$ cat config.mk
export PLATFORM = sky130hd
export DESIGN_NAME = dma4_ctrl
export DESIGN_NICKNAME = d
export VERILOG_FILES = /design/src/rtl/dma4_pkg.sv /design/src/rtl/dma4_chan.sv /design/src/rtl/dma4_prio.sv /design/src/rtl/dma4_seq.sv /design/src/rtl/dma4_ctrl.sv
export SDC_FILE = /design/constraint.sdc
export NUM_CORES = 1
export LEC_CHECK = 0
export ABC_AREA = 1
export BUFFER_PORTS_ARGS = -buffer_cell sky130_fd_sc_hd__buf_2
export CAP_MARGIN = 40
export CORE_ASPECT_RATIO = 2
export CORE_MARGIN = 2
export CORE_UTILIZATION = 45
export DETAILED_ROUTE_END_ITERATION = 8
export PLACE_DENSITY_LB_ADDON = 0.25
export SYNTH_ARGS = -nofsm -noshare
export SYNTH_HDL_FRONTEND = slang
export SYNTH_HIERARCHICAL = 1
export SYNTH_SLANG_ARGS = --single-unit
$ cat constraint.sdc
create_clock -name clk -period 14.3 [get_ports clk]
set_input_delay 2.86 -clock clk [delete_from_list [all_inputs] [get_ports clk]]
set_output_delay 2.86 -clock clk [all_outputs]
set_load 0.02 [all_outputs]
$ cat src/rtl/dma4_pkg.sv
package dma4_pkg;
  typedef enum logic [2:0] {
    S_IDLE,
    S_HWAIT,
    S_ADDR,
    S_STRB,
    S_UPD
  } seq_st_t;

  typedef struct packed {
    logic autoinit;
    logic dec;
    logic to_dev;
  } chan_mode_t;

  localparam logic [2:0] SEL_ADDR = 3'd0;
  localparam logic [2:0] SEL_CNT  = 3'd1;
  localparam logic [2:0] SEL_MODE = 3'd2;
  localparam logic [2:0] SEL_MASK = 3'd3;
  localparam logic [2:0] SEL_SREQ = 3'd4;
endpackage

$ cat src/rtl/dma4_chan.sv
module dma4_chan
  import dma4_pkg::*;
#(
  parameter int AW = 16,
  parameter int CW = 16
) (
  input  logic          clk,
  input  logic          rst_n,
  input  logic          wr_en,
  input  logic [2:0]    wr_sel,
  input  logic [AW-1:0] wr_data,
  input  logic          upd,
  input  logic          eop_end,
  output logic [AW-1:0] cur_addr,
  output chan_mode_t    mode,
  output logic          mask,
  output logic          sreq,
  output logic          tc,
  output logic          term
);
  logic [AW-1:0] base_a_q, base_a_d, cur_a_q, cur_a_d;
  logic [CW-1:0] base_c_q, base_c_d, cur_c_q, cur_c_d;
  chan_mode_t    mode_q, mode_d;
  logic          mask_q, mask_d, sreq_q, sreq_d, tc_q, tc_d;
  logic          reg_en;

  assign term   = upd & ((cur_c_q == '0) | eop_end);
  assign reg_en = wr_en | upd;

  always_comb begin
    base_a_d = base_a_q;
    base_c_d = base_c_q;
    cur_a_d  = cur_a_q;
    cur_c_d  = cur_c_q;
    mode_d   = mode_q;
    mask_d   = mask_q;
    sreq_d   = sreq_q;
    tc_d     = tc_q;
    if (wr_en) begin
      case (wr_sel)
        SEL_ADDR: begin
          base_a_d = wr_data;
          cur_a_d  = wr_data;
        end
        SEL_CNT: begin
          base_c_d = wr_data[CW-1:0];
          cur_c_d  = wr_data[CW-1:0];
          tc_d     = 1'b0;
        end
        SEL_MODE: mode_d = chan_mode_t'(wr_data[2:0]);
        SEL_MASK: mask_d = wr_data[0];
        SEL_SREQ: sreq_d = wr_data[0];
        default: ;
      endcase
    end else if (upd) begin
      cur_a_d = mode_q.dec ? cur_a_q - 1'b1 : cur_a_q + 1'b1;
      cur_c_d = cur_c_q - 1'b1;
      if (term) begin
        tc_d   = 1'b1;
        sreq_d = 1'b0;
        if (mode_q.autoinit) begin
          cur_a_d = base_a_q;
          cur_c_d = base_c_q;
        end else begin
          mask_d = 1'b1;
        end
      end
    end
  end

  always_ff @(posedge clk or negedge rst_n) begin
    if (!rst_n) begin
      base_a_q <= '0;
      base_c_q <= '0;
      cur_a_q  <= '0;
      cur_c_q  <= '0;
      mode_q   <= '0;
      mask_q   <= 1'b1;
      sreq_q   <= 1'b0;
      tc_q     <= 1'b0;
    end else if (reg_en) begin
      base_a_q <= base_a_d;
      base_c_q <= base_c_d;
      cur_a_q  <= cur_a_d;
      cur_c_q  <= cur_c_d;
      mode_q   <= mode_d;
      mask_q   <= mask_d;
      sreq_q   <= sreq_d;
      tc_q     <= tc_d;
    end
  end

  assign cur_addr = cur_a_q;
  assign mode     = mode_q;
  assign mask     = mask_q;
  assign sreq     = sreq_q;
  assign tc       = tc_q;


  tc_mask_chk: assert property (@(posedge clk) disable iff (!rst_n)
    (term && !wr_en && !mode_q.autoinit) |=> (mask_q && tc_q));


  cnt_step_chk: assert property (@(posedge clk) disable iff (!rst_n)
    (upd && !term && !wr_en) |=> (cur_c_q == CW'($past(cur_c_q) - 1'b1)));
endmodule

$ cat src/rtl/dma4_prio.sv
module dma4_prio #(
  parameter int NCH = 4
) (
  input  logic           clk,
  input  logic           rst_n,
  input  logic [NCH-1:0] req,
  output logic [NCH-1:0] gnt,
  output logic           any
);
  always_comb begin
    gnt = '0;
    for (int i = NCH - 1; i >= 0; i--) begin
      if (req[i]) gnt = NCH'(1) << i;
    end
  end

  assign any = |req;


  prio_top_chk: assert property (@(posedge clk) disable iff (!rst_n)
    req[0] |-> gnt[0]);


  prio_one_chk: assert property (@(posedge clk) disable iff (!rst_n)
    any |-> $onehot(gnt));
endmodule

$ cat src/rtl/dma4_seq.sv
module dma4_seq
  import dma4_pkg::*;
#(
  parameter int NCH = 4
) (
  input  logic           clk,
  input  logic           rst_n,
  input  logic           pend_any,
  input  logic [NCH-1:0] gnt,
  input  logic [NCH-1:0] to_dev_vec,
  input  logic           hlda,
  input  logic           eop_n,
  output logic           hold,
  output logic [NCH-1:0] sel,
  output logic [NCH-1:0] dack,
  output logic [NCH-1:0] upd,
  output logic           bus_en,
  output logic           eop_end,
  output logic           mem_rd_n,
  output logic           mem_wr_n,
  output logic           io_rd_n,
  output logic           io_wr_n
);
  seq_st_t        st_q, st_d;
  logic [NCH-1:0] sel_q;
  logic           sel_en;
  logic           eop_q, eop_d;
  logic           strb, to_dev;

  always_comb begin
    st_d  = st_q;
    eop_d = eop_q;
    case (st_q)
      S_IDLE:  if (pend_any) st_d = S_HWAIT;
      S_HWAIT: begin
        if (!pend_any)  st_d = S_IDLE;
        else if (hlda)  st_d = S_ADDR;
      end
      S_ADDR:  st_d = S_STRB;
      S_STRB: begin
        st_d  = S_UPD;
        eop_d = ~eop_n;
      end
      S_UPD: begin
        st_d  = S_IDLE;
        eop_d = 1'b0;
      end
      default: st_d = S_IDLE;
    endcase
  end

  assign sel_en = (st_q == S_HWAIT) & hlda & pend_any;

  always_ff @(posedge clk or negedge rst_n) begin
    if (!rst_n) begin
      st_q  <= S_IDLE;
      sel_q <= '0;
      eop_q <= 1'b0;
    end else begin
      st_q  <= st_d;
      eop_q <= eop_d;
      if (sel_en) sel_q <= gnt;
    end
  end

  assign strb     = (st_q == S_STRB);
  assign to_dev   = |(sel_q & to_dev_vec);
  assign bus_en   = (st_q == S_ADDR) | strb;
  assign hold     = (st_q != S_IDLE);
  assign sel      = sel_q;
  assign dack     = bus_en ? sel_q : '0;
  assign upd      = (st_q == S_UPD) ? sel_q : '0;
  assign eop_end  = eop_q;
  assign mem_rd_n = ~(strb & to_dev);
  assign io_wr_n  = ~(strb & to_dev);
  assign mem_wr_n = ~(strb & ~to_dev);
  assign io_rd_n  = ~(strb & ~to_dev);


  grant_seen_chk: assert property (@(posedge clk) disable iff (!rst_n)
    (st_q == S_ADDR) |-> $past(hlda));


  dack_one_chk: assert property (@(posedge clk) disable iff (!rst_n)
    $onehot0(dack));


  strb_single_chk: assert property (@(posedge clk) disable iff (!rst_n)
    (!mem_rd_n || !mem_wr_n) |=> (mem_rd_n && mem_wr_n));
endmodule

$ cat src/rtl/dma4_ctrl.sv
module dma4_ctrl
  import dma4_pkg::*;
#(
  parameter int NCH = 4,
  parameter int AW  = 16,
  parameter int CW  = 16,
  localparam int CHW = $clog2(NCH)
) (
  input  logic           clk,
  input  logic           rst_n,
  input  logic           prog_we,
  input  logic [CHW-1:0] prog_chan,
  input  logic [2:0]     prog_sel,
  input  logic [AW-1:0]  prog_data,
  input  logic [NCH-1:0] dreq,
  output logic [NCH-1:0] dack,
  output logic           hold,
  input  logic           hlda,
  output logic [AW-1:0]  addr,
  output logic           mem_rd_n,
  output logic           mem_wr_n,
  output logic           io_rd_n,
  output logic           io_wr_n,
  input  logic           eop_n,
  output logic           done,
  output logic [NCH-1:0] tc_stat,
  output logic [NCH-1:0] mask_stat
);
  logic           rs0_q, rs1_q, rst_s_n;
  logic [NCH-1:0] sreq_vec, mask_vec, term_vec, to_dev_vec, pend;
  logic [NCH-1:0] gnt, sel, upd;
  logic           pend_any, bus_en, eop_end;
  logic [AW-1:0]  ch_addr [NCH];

  always_ff @(posedge clk or negedge rst_n) begin
    if (!rst_n) begin
      rs0_q <= 1'b0;
      rs1_q <= 1'b0;
    end else begin
      rs0_q <= 1'b1;
      rs1_q <= rs0_q;
    end
  end
  assign rst_s_n = rs1_q;

  for (genvar g = 0; g < NCH; g++) begin : g_chan
    chan_mode_t m;
    dma4_chan #(.AW(AW), .CW(CW)) u_chan (
      .clk      (clk),
      .rst_n    (rst_s_n),
      .wr_en    (prog_we && (prog_chan == CHW'(g))),
      .wr_sel   (prog_sel),
      .wr_data  (prog_data),
      .upd      (upd[g]),
      .eop_end  (eop_end),
      .cur_addr (ch_addr[g]),
      .mode     (m),
      .mask     (mask_vec[g]),
      .sreq     (sreq_vec[g]),
      .tc       (tc_stat[g]),
      .term     (term_vec[g])
    );
    assign to_dev_vec[g] = m.to_dev;
  end

  assign pend = (dreq | sreq_vec) & ~mask_vec;

  dma4_prio #(.NCH(NCH)) u_prio (
    .clk   (clk),
    .rst_n (rst_s_n),
    .req   (pend),
    .gnt   (gnt),
    .any   (pend_any)
  );

  dma4_seq #(.NCH(NCH)) u_seq (
    .clk        (clk),
    .rst_n      (rst_s_n),
    .pend_any   (pend_any),
    .gnt        (gnt),
    .to_dev_vec (to_dev_vec),
    .hlda       (hlda),
    .eop_n      (eop_n),
    .hold       (hold),
    .sel        (sel),
    .dack       (dack),
    .upd        (upd),
    .bus_en     (bus_en),
    .eop_end    (eop_end),
    .mem_rd_n   (mem_rd_n),
    .mem_wr_n   (mem_wr_n),
    .io_rd_n    (io_rd_n),
    .io_wr_n    (io_wr_n)
  );

  always_comb begin
    addr = '0;
    for (int i = 0; i < NCH; i++) begin
      if (bus_en && sel[i]) addr = ch_addr[i];
    end
  end

  assign done      = |term_vec;
  assign mask_stat = mask_vec;


  masked_no_dack_chk: assert property (@(posedge clk) disable iff (!rst_s_n)
    $rose(|dack) |-> (|($past(pend) & dack)));


  strb_in_dack_chk: assert property (@(posedge clk) disable iff (!rst_s_n)
    (!mem_rd_n || !mem_wr_n) |-> ((dack != '0) && (dack == $past(dack))));


  strb_hold_chk: assert property (@(posedge clk) disable iff (!rst_s_n)
    (!io_rd_n || !io_wr_n) |-> (hold && hlda));
endmodule

* Yosys cells after proc, flatten, opt, wreduce, memory -nomap -nowiden
Index checks and enable logic that the tools add are counted.
** Word-level totals
- Register bits after elaboration :: 290
- Bits of input ports :: 30
- Output and inout port bits :: 34
** Cells by class
- Add/sub/neg operators :: 12
- Equal/unequal tests :: 33
- Muxes and demuxes :: 96
- Bitwise logic cells :: 25
- Reductions and logical operators :: 61
** Operator list (count)
- two-way mux 16 bit :: 42
- subtractor 16 x 1 -> 16 bit, second input constant :: 8
- adder 16 x 1 -> 16 bit, second input constant :: 4
- zero test 16 bit :: 4
- AND reduction 3 bit :: 20
- two-way mux 1 bit :: 43
- != test 2 bit, second input constant :: 16
- AND reduction 4 bit :: 8
- two-way mux 4 bit :: 6
- AND reduction 5 bit :: 4
- nonzero test 2 bit :: 9
- equality test 3 x 2 -> 1 bit, second input constant :: 4
- one-hot mux 3 bit (4 select lines) :: 1
- OR reduction 4 bit :: 3
- != test 2 x 1 -> 1 bit, second input constant :: 5
- two-way mux 3 bit :: 3
- bitwise OR 1 bit :: 9
- AND 1 bit :: 8
- AND 4 bit :: 2
- logical AND 1 bit :: 8
- equality test 3 x 1 -> 1 bit, second input constant :: 2
- equality test 3 bit, second input constant :: 2
- zero test 3 bit :: 2
- equality test 2 bit, second input constant :: 2
- 9 further kinds :: 12

* Longest topological paths before layout
- Depth after elaboration :: 7
- Depth in mapped cells :: 12
- Gate-level depth less buffers :: 12

* Hierarchy
Netlist, hierarchy kept.
** By module, submodules not included
- dma4_chan at g_chan[2].u_chan :: times used 1, cells an instance 739, area each 5226.3 sq um, sequential area each 1752.9 sq um
- dma4_chan at g_chan[1].u_chan :: times used 1, cells an instance 738, area each 5044.8 sq um, sequential area each 1752.9 sq um
- dma4_chan at g_chan[3].u_chan :: times used 1, cells an instance 739, area each 5002.3 sq um, sequential area each 1752.9 sq um
- dma4_chan at g_chan[0].u_chan :: times used 1, cells an instance 728, area each 4804.6 sq um, sequential area each 1752.9 sq um
- dma4_ctrl :: times used 1, cells an instance 198, area each 908.4 sq um, sequential area each 50.0 sq um
- dma4_seq :: times used 1, cells an instance 72, area each 491.7 sq um, sequential area each 200.2 sq um
- dma4_prio :: times used 1, cells an instance 12, area each 51.3 sq um, sequential area each 0.0 sq um

* Least setup slack after synthesis
OpenSTA, ideal clock, no wires.
- Path kind :: input port to flip-flop
- Start :: input prog_we
- End :: register g_chan[0].u_chan.cur_a_q[10]
- Setup time :: 0.121 ns
- Data arrival time :: 4.119 ns
- Required time :: 14.179 ns
- Slack :: 10.059 ns
- Stages :: 10
- Buffers on the path :: 1
- Cells stage by stage :: inv_1 > nor3_1 > inv_2 > nor2_2 > nand3_1 > nand2_2 > inv_2 > clkbuf_1 > nor2_1 > a21oi_1
** On the way
- Word-level cells in the longest chain between the ends :: 3
** RTL lines
- start, declared :: line dma4_ctrl.sv:11 : input logic prog_we,
- logical AND 1 bit (*) :: line dma4_ctrl.sv:51 : .wr_en (prog_we && (prog_chan == CHW'(g))),
- != test 2 bit (no source line) (tied with other cells)
- AND reduction 3 bit (no source line)
- end signal, assigned :: line dma4_chan.sv:84 : cur_a_q <= cur_a_d;
- end, declared :: line dma4_chan.sv:21 : logic [AW-1:0] base_a_q, base_a_d, cur_a_q, cur_a_d;
Mark *: on every way between the ends. The rest lies on a longest branch, timed or not.
A chain may end at the register's enable or synchronous reset.

* Worst setup path in the final report
- Start :: register u_seq.st_q[1]
- End :: output addr[14]
** On the way
- Word-level cells in the longest chain between the ends :: 7
** RTL lines
- start, declared :: line dma4_seq.sv:24 : seq_st_t st_q, st_d;
- start signal, assigned :: line dma4_seq.sv:60 : st_q <= st_d;
- equality test 3 x 2 -> 1 bit, on equally long branches :: line dma4_seq.sv:68, dma4_seq.sv:66
- bitwise OR 1 bit (*) :: line dma4_seq.sv:68 : assign bus_en = (st_q == S_ADDR) | strb;
- net bus_en :: line dma4_ctrl.sv:32 : logic pend_any, bus_en, eop_end;
- logical AND 1 bit :: line dma4_ctrl.sv:99 : if (bus_en && sel[i]) addr = ch_addr[i];
- two-way mux 16 bit (3 in a row) :: line dma4_ctrl.sv:99
- two-way mux 16 bit (*) :: line dma4_ctrl.sv:99
- end, declared :: line dma4_ctrl.sv:19 : output logic [AW-1:0] addr,
The timed path passes the listed nets; every way through them passes the cells marked *.

==> impl_metrics.env <==
export IMPL_status="finished, final reports clean"
export IMPL_yosys_area_top_type="dfrtp_1"
export IMPL_whs_ns=0.2860
export IMPL_cts_tree="done"
export IMPL_grt_usage_pct=27.33
export IMPL_multi_input_area_sq_um=11390
export IMPL_drv_slew=0
export IMPL_gp_congestion=1.006
export IMPL_yosys_cell_types_count=43
export IMPL_clock_sinks=290
export IMPL_slew_headroom_pct=40.28
export IMPL_end_kind="output port"
export IMPL_crit_path_max_fanout=32
export IMPL_viasPerCell=5.111
export IMPL_final_area_sq_um=23080
export IMPL_grt_pass1_wl_um=105300
export IMPL_numCtsBuffers=27
export IMPL_clk_pin_slew_worst_paths_ns=0.07
export IMPL_clock_latency_ns=0.57
export IMPL_seq_area_frac_synth_pct=33.73
export IMPL_core_area_sq_um=47360
export IMPL_p_sw_share_pct=46.52
export IMPL_yosys_cell_count_top_type="nand2_1"
export IMPL_p_switching_w=0.002063
export IMPL_syn_instance_count=3226
export IMPL_final_nets=3324
export IMPL_cts_resized=0
export IMPL_ys_seq_elements=290
export IMPL_cp_num_buf_inv=2
export IMPL_async_flop_share_pct=100.0
export IMPL_avgSynthCellArea_sq_um=6.674
export IMPL_portBuffers=63
export IMPL_syn_nets=3320
export IMPL_antenna_cells=0
export IMPL_clock_skew_ns=0.01229
export IMPL_final_setup_viol_count=0
export IMPL_regArea_sq_um=7266
export IMPL_die_height_um=313.3
export IMPL_root_buffer="clkbuf_16"
export IMPL_synth_edff_count=0
export IMPL_synth_top_area_share_pct=33.24
export IMPL_dp_hpwl_um=50650
export IMPL_synth_cell_area_sq_um=21530
export IMPL_cp_start_kind="flip-flop"
export IMPL_vias=19850
export IMPL_cts_setup_buffers=0
export IMPL_ys_warn_count=6
export IMPL_crit_chain="inv_2, nor2_4, nand2_4, nand3_1, nand2_1, nand2_1, buf_2"
export IMPL_p_int_w=0.002372
export IMPL_powerDensity_nw_per_um2=192.2
export IMPL_grt_max_degree=58
export IMPL_clockPowerShare_pct=17.8
export IMPL_slowest_delay_ns=0.46
export IMPL_pre_cts_ws_ns=8.408
export IMPL_dieArea_sq_um=49710
export IMPL_dr_pass1_iters=5
export IMPL_finalHoldViolCount=0
export IMPL_ios=64
export IMPL_drcViolationCount=0
export IMPL_crit_slowest_cell="dfrtp_1"
export IMPL_synthTopCellsByCount="nand2_1, inv_1, nor2_1, dfrtp_1, nand3_1"
export IMPL_clk_path_buf_depth=3
export IMPL_wire_per_inst_um=17.35
export IMPL_grt_overflow_total=0
export IMPL_tightest_slew_ns=0.8926
export IMPL_grt_setup_unrepaired="no"
export IMPL_antenna_found_initial=1
export IMPL_leakagePower_nw=13.01
export IMPL_p_seq_share_pct=32.6
export IMPL_ant_nets=0
export IMPL_cp_common_cell="nand2_1"
export IMPL_crit_type="flip-flop to output port"
export IMPL_irDropWorstVdd_mv=0.1542
export IMPL_drive_above_1_share_pct=13.50
export IMPL_wirelength_um=67370
export IMPL_hold_path_class="flip-flop to asynchronous set/reset pin"
export IMPL_area_delta_synth_final_pct=7.224
export IMPL_period_share_pct=39.40
export IMPL_placed_area_sq_um=22150
export IMPL_htree_levels=1
export IMPL_fillCellCount=5009
export IMPL_cts_hold_buf=0
export IMPL_start_util_pct=45.46
export IMPL_ys_flop_type="dfrtp_1"
export IMPL_maxCapViolations=0
export IMPL_setup_ws_ns=8.666
export IMPL_grt_pass1_vias=19500
export IMPL_pwr_share_comb_pct=49.6
export IMPL_critPathTopFamily="simple AND/OR/NAND/NOR gates"
export IMPL_cp_data_arrival_time_ns=2.77
export IMPL_num_rows=113
export IMPL_period_needed_ns=5.634
export IMPL_initialDrtViolationCount=1193
export IMPL_final_setup_tns_ns=0
export IMPL_fmax_ghz=0.1775
export IMPL_dieWidth_um=158.7
export IMPL_synth_area_leaders="dfrtp_1, nand2_1, inv_1"
export IMPL_required_ns=11.44
metal layers:
metal	routed length [um]	GRT usage, %
met5	13	0
met3	2222	2.233
met2	34470	49.20
met4	4637	16.28
met1	26030	30.95
power groups by stage:
stage	logic, W	clock network, W	registers (W)
floorplan	0.00171	0	0.00135
global placement	0.00214	0	0.00146
detailed placement	0.00218	0	0.00146
CTS	0.00220	0.000804	0.00144
global route	0.00249	0.000833	0.00149
finish	0.00220	0.000787	0.00145
worst reg2reg max path: stages (launching register included):
cell and delay [ns]:
dfrtp_1 0.46, inv_2 0.13, nand3_1 0.22, nor2_1 0.75, nand3_4 0.70, inv_4 0.59
nand2_1 0.17, nand3_2 0.11, a21oi_2 0.05
sequential cells by signal, summed over array words and instances (netlist names), 3 cells and up:
signal,cells
g_chan.u_chan/base_a_q,64
g_chan.u_chan/base_c_q,64
g_chan.u_chan/cur_addr,64
g_chan.u_chan/cur_c_q,64
g_chan.u_chan/mode,12
g_chan.u_chan/mask,4
g_chan.u_chan/sreq,4
g_chan.u_chan/tc,4
u_seq/sel,4
u_seq/st_q,3
placed cells by master (no fill, tap or decap), drive strengths merged, types with 35 or more instances in the layout:
cell    netlist  routed
nand2       965     965
inv         584     585
nor2        461     461
nand3       297     297
dfrtp       286     286
a21oi       159     159
o21ai       152     152
buf          72      78
ha           60      60
nand4        55      55
clkbuf       31      35
cell families after synthesis:
logic type / share of synthesized area, %
other cells: 0.01742
xor+xnor: 1.627
flops: 33.73
compound gates: 8.165
buf+inv: 13.48
simple gates: 39.12
fa+ha+maj: 3.859
area by class of cell:
type	count	share of cell area (%)
clock inverter	15	0.8401
clock buffer	35	3.230
sequential	290	31.47
tap	632	3.425
inverter	585	9.593
multi-input combinational	2248	49.32
timing repair buffer	78	2.114
per-stage QoR:
| stage | total power [W] | cells | utilization (%) |
|---|---|---|---|
| final | 0.004436 | 3883 | 48.74 |
| after global placement | 0.003603 | 3828 | 46.55 |
| after CTS | 0.004441 | 3883 | 48.74 |
| after floorplan | 0.003061 | 3226 | - |
| after global routing | 0.004810 | 3883 | 48.74 |
| after detailed placement | 0.003638 | 3833 | 46.75 |
path summary, 6_finish.rpt:
check	start	endpoint	slack, ns	cells after the start
worst max-delay path	u_seq/st_q[1]	addr[14]	8.67	7
worst min-delay path	rs1_q	g_chan[1].u_chan/base_c_q[8]	0.29	0
worst max register to register	u_seq/st_q[1]	g_chan[2].u_chan/cur_c_q[3]	11.00	8
worst min register to register	rs1_q	g_chan[1].u_chan/base_c_q[8]	0.29	0
max in group asynchronous	rst_n	rs1_q	12.12	1
min in group clk	rs0_q	rs1_q	0.37	0
No activity file was read; power rests on OpenSTA's default activity.
